## config.mk

```make
export PLATFORM = sky130hd
export DESIGN_NAME = tmr_flash_scrubber
export DESIGN_NICKNAME = d
export VERILOG_FILES = /design/src/rtl/tmr_scrub_pkg.sv /design/src/rtl/tmr_byte_vote.sv /design/src/rtl/scrub_spi_engine.sv /design/src/rtl/scrub_err_log.sv /design/src/rtl/tmr_flash_scrubber.sv
export SDC_FILE = /design/constraint.sdc
export NUM_CORES = 1
export LEC_CHECK = 0
export ABC_AREA = 1
export BUFFER_PORTS_ARGS = -buffer_cell sky130_fd_sc_hd__buf_4
export CAP_MARGIN = 20
export CELL_PAD_IN_SITES_DETAIL_PLACEMENT = 1
export CELL_PAD_IN_SITES_GLOBAL_PLACEMENT = 2
export CORE_MARGIN = 2
export CORE_UTILIZATION = 32
export DETAILED_ROUTE_END_ITERATION = 16
export PLACE_DENSITY = 0.8
export SYNTH_ARGS = -nofsm -noshare
export SYNTH_HDL_FRONTEND = slang
export SYNTH_SLANG_ARGS = --single-unit
```

## constraint.sdc

```tcl
create_clock -name clk -period 2 [get_ports clk]
set_input_delay 0.5 -clock clk [delete_from_list [all_inputs] [get_ports clk]]
set_output_delay 0.5 -clock clk [all_outputs]
set_load 0.02 [all_outputs]
```

## src/rtl/tmr_scrub_pkg.sv

```systemverilog
package tmr_scrub_pkg;
   localparam int NDEV = 3;

   localparam logic [7:0] OP_READ = 8'h03;
   localparam logic [7:0] OP_WREN = 8'h06;
   localparam logic [7:0] OP_PROG = 8'h02;
   localparam logic [7:0] OP_RDSR = 8'h05;

   typedef enum logic [2:0] {
      S_IDLE, S_SETTLE, S_RD, S_WREN, S_PP, S_POLL, S_OFF
   } scrub_state_t;

   function automatic logic maj3(input logic a, input logic b, input logic c);
      return (a & b) | (a & c) | (b & c);
   endfunction
endpackage

```

## src/rtl/tmr_byte_vote.sv

```systemverilog
module tmr_byte_vote import tmr_scrub_pkg::*; #(
   parameter int W = 8
) (
   input  logic [W-1:0]    lane_a,
   input  logic [W-1:0]    lane_b,
   input  logic [W-1:0]    lane_c,
   output logic [W-1:0]    voted,
   output logic [NDEV-1:0] dis_mask,
   output logic            no_pair
);
   generate
      if (W < 1) begin : g_bad_w
         $error("tmr_byte_vote: W must be at least 1");
      end
      for (genvar i = 0; i < W; i++) begin : g_bit
         assign voted[i] = maj3(lane_a[i], lane_b[i], lane_c[i]);
      end
   endgenerate

   assign dis_mask = {lane_c != voted, lane_b != voted, lane_a != voted};
   assign no_pair  = (lane_a != lane_b) && (lane_a != lane_c) && (lane_b != lane_c);
endmodule

```

## src/rtl/scrub_spi_engine.sv

```systemverilog
module scrub_spi_engine #(
   parameter int FRAME_W = 40,
   parameter int LANES   = 3,
   localparam int LEN_W  = $clog2(FRAME_W + 1)
) (
   input  logic                  clk,
   input  logic                  rst_n,
   input  logic                  go,
   input  logic [LEN_W-1:0]      nbits,
   input  logic [FRAME_W-1:0]    frame,
   input  logic [LANES-1:0]      miso,
   output logic                  sclk,
   output logic                  mosi,
   output logic                  busy,
   output logic                  done,
   output logic [LANES-1:0][7:0] rx
);
   logic [FRAME_W-1:0] sh;
   logic [LEN_W-1:0]   cnt;

   assign mosi = sh[FRAME_W-1];

   always_ff @(posedge clk or negedge rst_n) begin
      if (!rst_n) begin
         sh   <= '0;
         cnt  <= '0;
         sclk <= 1'b0;
         busy <= 1'b0;
         done <= 1'b0;
         rx   <= '0;
      end else begin
         done <= 1'b0;
         if (go && !busy) begin
            busy <= 1'b1;
            sh   <= frame;
            cnt  <= nbits;
            sclk <= 1'b0;
         end else if (busy) begin
            if (!sclk) begin
               sclk <= 1'b1;
               for (int l = 0; l < LANES; l++) rx[l] <= {rx[l][6:0], miso[l]};
            end else begin
               sclk <= 1'b0;
               sh   <= sh << 1;
               cnt  <= cnt - 1'b1;
               if (cnt == LEN_W'(1)) begin
                  busy <= 1'b0;
                  done <= 1'b1;
               end
            end
         end
      end
   end

   // mode 0: clock rests low between frames
   assert_sclk_idle_low_R3: assert property (@(posedge clk) disable iff (!rst_n)
      !busy |-> !sclk);
endmodule

```

## src/rtl/scrub_err_log.sv

```systemverilog
module scrub_err_log import tmr_scrub_pkg::*; #(
   parameter int ADDR_W = 24,
   parameter int CNT_W  = 16
) (
   input  logic              clk,
   input  logic              rst_n,
   input  logic              clr,
   input  logic              hit,
   input  logic              hit_unc,
   input  logic [ADDR_W-1:0] hit_addr,
   input  logic [NDEV-1:0]   hit_mask,
   output logic              flag,
   output logic              unc_flag,
   output logic [ADDR_W-1:0] first_addr,
   output logic [NDEV-1:0]   first_mask,
   output logic [CNT_W-1:0]  count
);
   localparam logic [CNT_W-1:0] CNT_MAX = '1;

   always_ff @(posedge clk or negedge rst_n) begin
      if (!rst_n) begin
         flag       <= 1'b0;
         unc_flag   <= 1'b0;
         first_addr <= '0;
         first_mask <= '0;
         count      <= '0;
      end else if (clr) begin
         flag       <= 1'b0;
         unc_flag   <= 1'b0;
         first_addr <= '0;
         first_mask <= '0;
         count      <= '0;
      end else if (hit) begin
         if (!flag) begin
            first_addr <= hit_addr;
            first_mask <= hit_mask;
         end
         flag <= 1'b1;
         if (hit_unc) unc_flag <= 1'b1;
         if (count != CNT_MAX) count <= count + 1'b1;
      end
   end

   assert_count_saturates_R7: assert property (@(posedge clk) disable iff (!rst_n)
      (count == CNT_MAX && !clr) |=> count == CNT_MAX);
   assert_first_addr_held_R6: assert property (@(posedge clk) disable iff (!rst_n)
      (flag && !clr) |=> $stable(first_addr) && $stable(first_mask));
endmodule

```

## src/rtl/tmr_flash_scrubber.sv

```systemverilog
module tmr_flash_scrubber import tmr_scrub_pkg::*; #(
   parameter int          ADDR_W    = 24,
   parameter int unsigned LAST_ADDR = 32'h00FF_FFFF,
   parameter int          CNT_W     = 16,
   parameter int          SETTLE_W  = 16
) (
   input  logic                clk,
   input  logic                rst_n,
   input  logic                start,
   input  logic                fix_en,
   input  logic [SETTLE_W-1:0] settle_len,
   output logic                busy,
   output logic                done,
   output logic                err_flag,
   output logic                uncorr_flag,
   output logic [ADDR_W-1:0]   err_addr,
   output logic [NDEV-1:0]     err_mask,
   output logic [CNT_W-1:0]    err_count,
   output logic                pwr_en,
   output logic                spi_sclk,
   output logic                spi_mosi,
   output logic [NDEV-1:0]     spi_cs_n,
   input  logic [NDEV-1:0]     spi_miso,
   output logic                vote_miso
);
   localparam int FRAME_W = 16 + ADDR_W;
   localparam int LEN_W   = $clog2(FRAME_W + 1);
   localparam logic [ADDR_W-1:0] ADDR_END = ADDR_W'(LAST_ADDR);

   generate
      if (ADDR_W != 24) begin : g_bad_aw
         $error("tmr_flash_scrubber: command format needs ADDR_W == 24");
      end
      if (LAST_ADDR >= (64'd1 << ADDR_W)) begin : g_bad_last
         $error("tmr_flash_scrubber: LAST_ADDR beyond address space");
      end
      if (CNT_W < 1 || SETTLE_W < 1) begin : g_bad_w
         $error("tmr_flash_scrubber: counter widths must be positive");
      end
   endgenerate

   scrub_state_t            state;
   logic [ADDR_W-1:0]       addr;
   logic [SETTLE_W-1:0]     settle_cnt;
   logic                    launched, pwr_q, done_q;
   logic [NDEV-1:0]         cs_sel, fix_mask, st_busy;
   logic [7:0]              voted_q;

   logic                    eng_go, eng_busy, eng_done;
   logic [LEN_W-1:0]        eng_len;
   logic [FRAME_W-1:0]      eng_frame;
   logic [NDEV-1:0][7:0]    eng_rx;

   logic [7:0]              v_byte;
   logic [NDEV-1:0]         v_mask;
   logic                    v_unc, rd_end, mism, at_end, poll_busy;

   assign eng_go = (state inside {S_RD, S_WREN, S_PP, S_POLL}) && !launched && !eng_busy;

   always_comb begin
      eng_frame = '0;
      eng_len   = LEN_W'(8);
      unique case (state)
         S_RD:    begin eng_frame = {OP_READ, addr, 8'h00};  eng_len = LEN_W'(FRAME_W); end
         S_WREN:  begin eng_frame = {OP_WREN, {(FRAME_W-8){1'b0}}}; eng_len = LEN_W'(8); end
         S_PP:    begin eng_frame = {OP_PROG, addr, voted_q}; eng_len = LEN_W'(FRAME_W); end
         S_POLL:  begin eng_frame = {OP_RDSR, {(FRAME_W-8){1'b0}}}; eng_len = LEN_W'(16); end
         default: begin eng_frame = '0; eng_len = LEN_W'(8); end
      endcase
   end

   scrub_spi_engine #(.FRAME_W(FRAME_W), .LANES(NDEV)) u_eng (
      .clk(clk), .rst_n(rst_n), .go(eng_go), .nbits(eng_len), .frame(eng_frame),
      .miso(spi_miso), .sclk(spi_sclk), .mosi(spi_mosi), .busy(eng_busy),
      .done(eng_done), .rx(eng_rx));

   tmr_byte_vote #(.W(8)) u_vote (
      .lane_a(eng_rx[0]), .lane_b(eng_rx[1]), .lane_c(eng_rx[2]),
      .voted(v_byte), .dis_mask(v_mask), .no_pair(v_unc));

   generate
      for (genvar g = 0; g < NDEV; g++) begin : g_stat
         assign st_busy[g] = eng_rx[g][0];
      end
   endgenerate

   assign rd_end    = (state == S_RD) && eng_done;
   assign mism      = |v_mask;
   assign at_end    = (addr == ADDR_END);
   assign poll_busy = |(st_busy & fix_mask);
   assign vote_miso = maj3(spi_miso[0], spi_miso[1], spi_miso[2]);

   scrub_err_log #(.ADDR_W(ADDR_W), .CNT_W(CNT_W)) u_log (
      .clk(clk), .rst_n(rst_n), .clr((state == S_IDLE) && start),
      .hit(rd_end && mism), .hit_unc(v_unc), .hit_addr(addr), .hit_mask(v_mask),
      .flag(err_flag), .unc_flag(uncorr_flag), .first_addr(err_addr),
      .first_mask(err_mask), .count(err_count));

   always_ff @(posedge clk or negedge rst_n) begin
      if (!rst_n) begin
         state      <= S_IDLE;
         addr       <= '0;
         settle_cnt <= '0;
         launched   <= 1'b0;
         pwr_q      <= 1'b0;
         done_q     <= 1'b0;
         cs_sel     <= '0;
         fix_mask   <= '0;
         voted_q    <= '0;
      end else begin
         if (eng_go) begin
            launched <= 1'b1;
            cs_sel   <= (state == S_RD) ? {NDEV{1'b1}} : fix_mask;
         end
         if (eng_done) begin
            launched <= 1'b0;
            cs_sel   <= '0;
         end
         unique case (state)
            S_IDLE: if (start) begin
               pwr_q      <= 1'b1;
               done_q     <= 1'b0;
               addr       <= '0;
               settle_cnt <= settle_len;
               state      <= S_SETTLE;
            end
            S_SETTLE: if (settle_cnt == '0) state <= S_RD;
                      else settle_cnt <= settle_cnt - 1'b1;
            S_RD: if (eng_done) begin
               if (mism && fix_en && !v_unc) begin
                  fix_mask <= v_mask;
                  voted_q  <= v_byte;
                  state    <= S_WREN;
               end else if (at_end) state <= S_OFF;
               else addr <= addr + 1'b1;
            end
            S_WREN: if (eng_done) state <= S_PP;
            S_PP:   if (eng_done) state <= S_POLL;
            S_POLL: if (eng_done && !poll_busy) begin
               if (at_end) state <= S_OFF;
               else begin
                  addr  <= addr + 1'b1;
                  state <= S_RD;
               end
            end
            S_OFF: begin
               pwr_q  <= 1'b0;
               done_q <= 1'b1;
               state  <= S_IDLE;
            end
            default: state <= S_IDLE;
         endcase
      end
   end

   assign spi_cs_n = ~cs_sel;
   assign pwr_en   = pwr_q;
   assign done     = done_q;
   assign busy     = (state != S_IDLE);

   assert_cs_unpowered_R2: assert property (@(posedge clk) disable iff (!rst_n)
      !pwr_en |-> spi_cs_n == {NDEV{1'b1}});
   assert_fix_single_dev_R10: assert property (@(posedge clk) disable iff (!rst_n)
      (state == S_WREN || state == S_PP || state == S_POLL) |-> $countones(fix_mask) == 1);
   assert_unc_no_write_R8: assert property (@(posedge clk) disable iff (!rst_n)
      (rd_end && v_unc) |=> state != S_WREN);
   assert_start_ignored_R12: assert property (@(posedge clk) disable iff (!rst_n)
      (state inside {S_RD, S_WREN, S_PP, S_POLL} && start) |=> state != S_SETTLE);
endmodule

```

==> metrics.log <==
INFO  metric outcome = finished with violations
INFO  metric failed_checks = setup timing
INFO  metric syn_avg_cell_area = 7.70 um^2
INFO  metric criticalPathCategory = register to register
INFO  metric grt_max_degree = 49
INFO  metric worst_margin_slew = 0.501 ns
INFO  metric synth-warning-count = 0
INFO  metric grt_antenna_before_repair = 0
INFO  metric route.detailed.vias_per_inst = 5.05
INFO  metric finalWirelength = 35.2 mm
INFO  metric synth.cell_area = 9930 um^2
INFO  metric netlist_instances = 1289
INFO  metric worstSetupEndpointType = register
INFO  metric n_fill_cell = 3677
INFO  metric count_of_buffers_inserted_at_the_top_level_ports = 76
INFO  metric grt.overflow.total = 0
INFO  metric cts_made_buffers = 17
INFO  metric startpoint = u_eng.rx[18]
INFO  metric reg2reg_from = u_eng.rx[18]
INFO  metric max-slew-margin-rel = 0.666
INFO  metric core = 30600 um^2
INFO  metric drive_above_1_share = 0.326
INFO  metric yosysUniqueCellTypes = 43
INFO  metric floorplan.die.height = 180 um
INFO  metric power = 19.9 mW
INFO  metric placedCellCount = 1844
INFO  metric timing.setup.tns = -17.45 ns
INFO  metric setup_viol_count_final = 84
INFO  metric worst_hold_launch = spi_miso[0]
INFO  metric required_time_worst_endpoint = 2.37 ns
INFO  metric drc = 0
INFO  metric ys_ff_latch = 178
INFO  metric io_pins = 77
INFO  metric start_util = 0.325
INFO  metric worst-endpoint-arrival = 2.66 ns
INFO  metric die_w = 180 um
INFO  metric synth-seq-area-share = 0.449
INFO  metric final_cycle_share = 1.15
INFO  metric fmaxAchievable = 436 MHz
INFO  metric final_hold_viol_count = 0
INFO  metric clkTransAtPathRegs = 0.08 ns
INFO  metric dp_hpwl = 23.1 mm
INFO  metric synth-main-ff-cell = dfrtp_1
INFO  metric globalplace.congestion = 0.879
INFO  metric num_rows = 64
INFO  metric antenna_left = 0
INFO  metric path_max_fanout = 9
INFO  metric wire_length_of_the_first_global_routing_pass = 54.5 mm
INFO  metric ctsLongestPathBuffers = 2
INFO  metric n_antenna_cell = 0
INFO  metric worstSetupStartpointType = register
INFO  metric fin_ws = -0.296 ns
INFO  metric power.ir.vdd_worst = 0.000765 V
INFO  metric global_route.usage.total = 0.207
INFO  metric drv_cap = 0
INFO  metric post_layout_nonfiller_instances = 1942
INFO  metric routedWlPerCell = 18.1 um
INFO  metric num-nets-final = 1585
INFO  metric synth-async-reset-ratio = 1.00
INFO  metric detail_route.first_pass.iterations = 4
INFO  metric finalCriticalPeriod = 2.30 ns
INFO  metric numClockSinks = 178
INFO  metric area_growth_from_synthesis_to_layout = 41.1%
INFO  metric initialDrtViolationCount = 448
INFO  metric timing.hold.ws = 0.310 ns
INFO  metric tritoncts = yes
INFO  metric dp_slack = -0.407 ns
INFO  metric worst_skew_pair.late_latency = 0.45 ns
INFO  metric via_count = 9802
INFO  metric number_of_global_route_vias_before_repair = 10200
INFO  metric fin_worst_skew = 0.0142 ns
INFO  metric synthesis.nets = 1341
INFO  metric cts_root_buf = clkbuf_16
INFO  metric leakage = 6.57 nW
INFO  metric min-delay-path-class = input pin to register
INFO  metric die_area = 32500 um^2
INFO  metric grt_setup_unrepaired = true
INFO  metric htreeDepth = 4
INFO  metric synth_edf_count = 0
INFO  metric final-max-slew-violation-count = 0
INFO  metric power_density = 1420 nW/um^2
cells in the final DEF, fill, tap and decap left out, types with 19 or more instances in the layout:
cell / n
buf_4: 228
a21oi_1: 24
clkbuf_16: 25
nand3_1: 58
nor2_1: 80
xor2_1: 30
nand2_2: 56
o22ai_1: 33
dfrtp_1: 170
nor2_4: 19
inv_2: 23
o21ai_1: 41
nand4_1: 40
nand3_2: 32
inv_1: 151
nand2_1: 263
o21ai_0: 93
state kept, by name, summed over array words and instances, names as in the netlist, 3 cells and up:
name	flops
addr	24
cs_sel	3
fix_mask	3
settle_cnt	16
state	3
u_eng.cnt	6
u_eng.rx	24
u_eng.sh	40
u_log.count	16
u_log.first_addr	24
u_log.first_mask	3
voted_q	8
timing repair:
action                     CTS  global route
hold buffers                 1             0
setup endpoints to repair   97           149
buffers inserted            37            17
cloned                       6            12
pin swaps                   45            61
gates resized for setup     81           163
hold endpoints to repair     1             0
per-stage QoR:
stage | instance area, um^2 | utilization
6_report | 14000 | 0.458
5_1_grt | 14000 | 0.458
4_1_cts | 13200 | 0.431
3_5_place_dp | 11900 | 0.388
3_3_place_gp | 11900 | 0.388
2_1_floorplan | 9930 | -
critical path: stages (launching register included):
cell	delay, ns
dfrtp_2	0.47
ha_4	0.19
nor2_4	0.12
nand2_2	0.10
nand2_1	0.08
nand2_1	0.06
nor2_1	0.14
nand2_2	0.09
nor2_4	0.14
nand3_4	0.12
buf_6	0.16
nand3_4	0.16
clkbuf_16	0.21
nand3_1	0.06
o21ai_1	0.10
power breakdown:
part	switching (mW)	internal, mW
clock	1.61	2.25
sequential	0.773	4.52
combinational	6.22	4.49
per-layer routing:
layer | part of all wire | wire [um] | global-route usage
met5 | 0 | 0 | 0
met4 | 0.018 | 618 | 0.0542
met3 | 0.027 | 964 | 0.0315
met2 | 0.49 | 17100 | 0.350
met1 | 0.47 | 16500 | 0.277
path summary, 6_finish.rpt:
check                                 endpoint  slack, ns  depth (start not counted)
max                        u_log.first_addr[5]      -0.30                         14
min                                u_eng.rx[0]       0.31                          3
max reg2reg                u_log.first_addr[5]      -0.30                         14
min reg2reg                           launched       0.48                          1
max in group asynchronous         u_eng.sh[20]       0.75                          3
min in group asynchronous        settle_cnt[0]       0.56                          2
cell families after synthesis:
group | synth area share
multiplexers | 0.00101
flip-flops | 0.449
buffers and inverters | 0.0937
AND/OR/NAND/NOR | 0.269
adder cells (fa/ha/maj) | 0.0365
AO/OA/AOI/OAI | 0.122
XOR/XNOR | 0.0282
cells in the mapped netlist, types with 17 or more instances:
cell	n	area, um^2
o22ai_1	35	219
dfrtp_1	178	4450
nand2_1	318	1190
ha_1	29	363
nor2_1	94	353
inv_1	168	631
buf_2	20	100
nand3_1	90	450
a21oi_1	25	125
nand4_1	40	250
o21ai_1	21	105
xor2_1	30	263
o21ai_0	120	601
clkbuf_1	17	63.8
cell type report:
type	instances	area, um^2	area share
multi-input cells	890	5330	0.380
well taps	396	495	0.0354
repair buffers	269	2390	0.171
inverters	177	669	0.0478
clock inverters	14	226	0.0162
flip-flops and latches	178	4460	0.319
clock buffers	18	429	0.0306
No activity file was read; power rests on OpenSTA's default activity.
